**config.mk**
```make
export PLATFORM = sky130hd
export DESIGN_NAME = pd_sleep_seq
export DESIGN_NICKNAME = d
export VERILOG_FILES = /design/src/rtl/pd_sleep_seq.sv
export SDC_FILE = /design/constraint.sdc
export NUM_CORES = 1
export LEC_CHECK = 0
export BUFFER_PORTS_ARGS = -buffer_cell sky130_fd_sc_hd__buf_4
export CAP_MARGIN = 20
export CORE_UTILIZATION = 45
export CTS_CLUSTER_SIZE = 8
export DETAILED_ROUTE_END_ITERATION = 8
export GPL_ROUTABILITY_DRIVEN = 0
export GPL_TIMING_DRIVEN = 0
export PLACE_DENSITY = 0.67
export SLEW_MARGIN = 0
export SYNTH_ARGS = -nofsm -noshare
export SYNTH_HDL_FRONTEND = slang
export SYNTH_SLANG_ARGS = --single-unit
```
**constraint.sdc**
```tcl
create_clock -name clk -period 2.9 [get_ports clk]
set_input_delay 0 -clock clk [delete_from_list [all_inputs] [get_ports clk]]
set_output_delay 0 -clock clk [all_outputs]
set_load 0.005 [all_outputs]
```
**src/rtl/pd_sleep_seq.sv**
```systemverilog
module pd_sleep_seq #(
  parameter int CNT_W     = 8,
  parameter int DEF_DWELL = 4
) (
  input  logic             clk,
  input  logic             rst_n,
  input  logic             sleep_req,
  input  logic             wake_evt,
  input  logic             pwr_good,
  input  logic [CNT_W-1:0] dwell,
  output logic             ret_save,
  output logic             ret_restore,
  output logic             iso_en,
  output logic             clk_gate,
  output logic             park_en,
  output logic             pwr_off,
  output logic             busy,
  output logic             dom_off,
  output logic [3:0]       step
);

  localparam logic [3:0] S_ACT     = 4'd0;
  localparam logic [3:0] S_SAVE    = 4'd1;
  localparam logic [3:0] S_ISO     = 4'd2;
  localparam logic [3:0] S_GATE    = 4'd3;
  localparam logic [3:0] S_PARK    = 4'd4;
  localparam logic [3:0] S_OFF     = 4'd5;
  localparam logic [3:0] S_PWRON   = 4'd6;
  localparam logic [3:0] S_RESTORE = 4'd7;
  localparam logic [3:0] S_UNGATE  = 4'd8;
  localparam logic [3:0] S_UNISO   = 4'd9;
  localparam logic [CNT_W-1:0] DEF_LAST = CNT_W'(DEF_DWELL - 1);

  logic [3:0]       st, st_nx;
  logic [CNT_W-1:0] cnt, last;
  logic             wake_pend, done, in_entry;

  assign last     = (dwell == '0) ? DEF_LAST : dwell - 1'b1;
  assign done     = (cnt == last);
  assign in_entry = (st >= S_SAVE) && (st <= S_OFF);

  always_comb begin
    st_nx = st;
    case (st)
      S_ACT:     if (sleep_req) st_nx = S_SAVE;
      S_SAVE:    if (done) st_nx = S_ISO;
      S_ISO:     if (done) st_nx = S_GATE;
      S_GATE:    if (done) st_nx = S_PARK;
      S_PARK:    if (done) st_nx = S_OFF;
      S_OFF:     if (done && (wake_evt || wake_pend)) st_nx = S_PWRON;
      S_PWRON:   if (done && pwr_good) st_nx = S_RESTORE;
      S_RESTORE: if (done) st_nx = S_UNGATE;
      S_UNGATE:  if (done) st_nx = S_UNISO;
      S_UNISO:   if (done) st_nx = S_ACT;
      default:   st_nx = S_ACT;
    endcase
  end

  always_ff @(posedge clk or negedge rst_n) begin
    if (!rst_n) begin
      st        <= S_ACT;
      cnt       <= '0;
      wake_pend <= 1'b0;
    end else begin
      st <= st_nx;
      if (st_nx != st)
        cnt <= '0;
      else if (!done)
        cnt <= cnt + 1'b1;
      if (st_nx == S_PWRON)
        wake_pend <= 1'b0;
      else if (in_entry && wake_evt)
        wake_pend <= 1'b1;
    end
  end

  assign step        = st;
  assign ret_save    = (st == S_SAVE) && (cnt == '0);
  assign ret_restore = (st == S_RESTORE) && (cnt == '0);
  assign iso_en      = (st >= S_ISO) && (st <= S_UNGATE);
  assign clk_gate    = (st >= S_GATE) && (st <= S_RESTORE);
  assign park_en     = (st >= S_PARK) && (st <= S_RESTORE);
  assign pwr_off     = (st == S_OFF);
  assign busy        = (st != S_ACT) && (st != S_OFF);
  assign dom_off     = (st == S_OFF);

  p_iso_after_save_r2: assert property (@(posedge clk) disable iff (!rst_n)
    $rose(iso_en) |-> $past(st) == S_SAVE);
  p_gate_after_iso_r2: assert property (@(posedge clk) disable iff (!rst_n)
    $rose(clk_gate) |-> $past(iso_en));
  p_step_order_r3: assert property (@(posedge clk) disable iff (!rst_n)
    (st != $past(st)) |-> (st == (($past(st) == S_UNISO) ? S_ACT : 4'($past(st) + 4'd1))));
  p_wake_needed_r5: assert property (@(posedge clk) disable iff (!rst_n)
    $fell(pwr_off) |-> $past(wake_evt || wake_pend));
  p_restore_pgood_r6: assert property (@(posedge clk) disable iff (!rst_n)
    ret_restore |-> ($past(pwr_good) && !pwr_off));
  p_iso_last_r7: assert property (@(posedge clk) disable iff (!rst_n)
    $fell(iso_en) |-> (!clk_gate && !park_en && !pwr_off));
  p_save_pulse_r8: assert property (@(posedge clk) disable iff (!rst_n)
    ret_save |=> !ret_save);
  p_restore_pulse_r8: assert property (@(posedge clk) disable iff (!rst_n)
    ret_restore |=> !ret_restore);
  p_sleep_ignored_r11: assert property (@(posedge clk) disable iff (!rst_n)
    (st >= S_PWRON) |=> (st != S_SAVE));
  p_status_r12: assert property (@(posedge clk) disable iff (!rst_n)
    dom_off |-> (!busy && pwr_off));
  p_off_parked_r13: assert property (@(posedge clk) disable iff (!rst_n)
    pwr_off |-> (iso_en && clk_gate && park_en));

endmodule

```
==> flow_metrics.tcl <==
set metrics [dict create \
    worst_ep_required_time_ns 3.10 \
    diodes 0 \
    maxSlewHeadroom_pct 66.0 \
    grt_setup_unrepaired "false" \
    postSynthCellCount 155 \
    leakagePower_nw 0.656 \
    ctsLongestPathBuffers 2 \
    post-route-period-util_pct 82.5 \
    cp_max_fo 7 \
    dp_cells 209 \
    most-common-layout-cells "sky130_fd_sc_hd__buf_4 (28), sky130_fd_sc_hd__nor2_1 (14), sky130_fd_sc_hd__dfrtp_1 (13)" \
    gr-total-overflow 0 \
    initial_cell_density_of_the_core_pct 49.0 \
    power-per-cell-area_mw_per_mm2 663 \
    post_route_drc 0 \
    drtPass1Iterations 4 \
    cap_violations 0 \
    worst_setup_path_end_kind "register" \
    post_synth_mux_area_share_pct 0.796 \
    die-height_um 54.9 \
    initial_antenna_violation_count 0 \
    max_freq_ghz 0.418 \
    report.final.slew_viol_count 0 \
    cts.htree.levels 1 \
    total_half_perimeter_wirelength_after_legalization_and_detailed_placement_um 2240 \
    timing.final.setup_violations 0 \
    postRouteWirelength_um 2990 \
    vias 1272 \
    via_count_of_the_first_global_routing_pass 1070 \
    initialDrtViolationCount 23 \
    register_to_register_setup_slack_ns 0.51 \
    track_usage_pct 22.5 \
    skew_ns 0.000618 \
    dieWidth_um 54.9 \
    worstSetupPathType "reg2reg" \
    route.antenna.remaining_nets 0 \
    clock-sinks 13 \
    placement.setup.worst_slack_ns 0.347 \
    dominant_combinational_cell_family_by_area_after_synthesis "simple AND/OR/NAND/NOR gates" \
    syn_avg_cell_area_um2 8.11 \
    final_hold_violations 0 \
    min_path_type "in2async" \
    yosys.area_share.simple_pct 30.9 \
    finalCoreUtilization_pct 58.9 \
    pin_count 25 \
    r2r_end "cnt[7]" \
    cts_buf_count 3 \
    post_synth_instance_area_mm2 0.00126 \
    cts.reportedPaths.clkPinSlew_ns 0.08 \
    r2r_start "cnt[6]" \
    non_filler_instance_count_after_layout 214 \
    grt_start_max_net_pins 14 \
    floorplan.rows 18 \
    worst_slack_ns 0.509 \
    synth_fa_ha_area_share_pct 3.98 \
    clock_latency_ns 0.28 \
    synth_compound_area_share_pct 25.1 \
    max-vdd-ir-drop_mv 0.506 \
    synth_xor_xnor_area_share_pct 5.57 \
    area_growth_syn_to_layout_pct 20.2 \
    final_common_cell "sky130_fd_sc_hd__buf_4" \
    critPathLaunch "cnt[6]" \
    synth.net_count 172 \
    post_drt_via_cell_ratio 5.94 \
    core-area_mm2 0.00257 \
    synth_edf_count 0 \
    rr_worst_depth 9 \
    run_status "finished clean" \
    period_needed_ns 2.39 \
    tns_ns 0 \
    synth-warning-count 0 \
    cts_tree "built" \
    ys_dominant_reg_cell "sky130_fd_sc_hd__dfrtp_1" \
    drive_gt1_share_pct 26.6 \
    nNetsFinal 202 \
    drt-wirelength-per-cell_um 13.9 \
    worst_pin_slew_ns 0.509 \
    design.die.area_mm2 0.00301 \
    fin_worst_hold_slack_ns 0.0916 \
    cp-start-kind "register" \
    port_buffers 24 \
    wire_length_of_the_first_global_routing_pass_um 4810 \
    worst-endpoint-arrival_ns 2.60 \
    asyncSetResetFlopFracSynth_pct 100 \
    cts_root_buffer "sky130_fd_sc_hd__clkbuf_4" \
    yosys_register_bits 13 \
    synth.distinct_cells 51 \
    seq_total_area_yosys_pct 25.9 \
]
[cells in the mapped netlist, drive strengths merged, types with 5 or more instances]
cell type  instances  area share [%]
nor2              14             4.2
dfrtp             13              26
o21ai             12             4.8
a21oi              8             3.5
buf                8             5.0
inv                7             2.1
nand2              7             2.1
xnor2              7             4.9
a31oi              6             3.0
nand3              6             2.4
or3                6             3.5
nor2b              5             2.5
[worst max-delay path, cell delays in order, from the launching register on]
cell and delay (ns):
sky130_fd_sc_hd__dfrtp_1 0.36, sky130_fd_sc_hd__clkbuf_1 0.19, sky130_fd_sc_hd__or2_2 0.31, sky130_fd_sc_hd__o21ai_0 0.16, sky130_fd_sc_hd__a211oi_1 0.10, sky130_fd_sc_hd__and4b_1 0.19
sky130_fd_sc_hd__buf_2 0.17, sky130_fd_sc_hd__and2_4 0.17, sky130_fd_sc_hd__or4_4 0.51, sky130_fd_sc_hd__a21oi_2 0.15
[area by class of cell]
class	count	area (µm²)
inverter	7	26.3
timing repair buffer	25	190
tap	30	37.5
sequential	13	325
clock buffer	4	26.3
buffer	10	71.3
multi-input combinational	125	835
fill	245	1060
[metal layers]
| metal | track usage (%) | wire length, µm |
|---|---|---|
| met1 | 28.2 | 1390 |
| met2 | 38.6 | 1430 |
| met3 | 5.00 | 139 |
| met4 | 5.13 | 23 |
| met5 | 0 | 0 |
[flip-flops by register name, summed over array words and instances (netlist names)]
register,flops
wake_pend,1
step,4
cnt,8
[where the power goes]
group | internal, mW | leakage [nW] | switching [mW]
logic | 0.277 | 0.481 | 0.292
registers | 0.243 | 0.160 | 0.0794
clock network | 0.0534 | 0.0150 | 0.0583
total | 0.573 | 0.656 | 0.430
[metrics by stage]
step	power [mW]	area [µm²]
2_1_floorplan	0.708	1260
3_3_place_gp	0.876	1480
3_5_place_dp	0.890	1480
4_1_cts	1.01	1510
5_1_grt	1.10	1510
6_report	1.00	1510
[cells by family (layout without fill, tap and decap cells)]
family | after synthesis | in the layout
simple gates | 67 | 67
mux | 1 | 1
flops | 13 | 13
fa+ha+maj | 4 | 4
xor+xnor | 8 | 8
buf+inv | 17 | 46
compound gates | 45 | 45
[how the worst max path moves through the flow]
stage | end | slack [ns] | depth (start not counted)
finish | cnt[7] | 0.51 | 9
global route | cnt[7] | 0.35 | 9
floorplan | cnt[7] | 0.74 | 9
detailed placement | wake_pend | 0.35 | 11
global placement | wake_pend | 0.39 | 11
CTS | cnt[7] | 0.52 | 9
[timing repair]
item                      4_1_cts  5_1_grt
hold endpoints to repair       13        0
resized for setup               0        0
hold buffers                    1        0
buffers inserted                0        0
No activity file was read; power rests on OpenSTA's default activity.
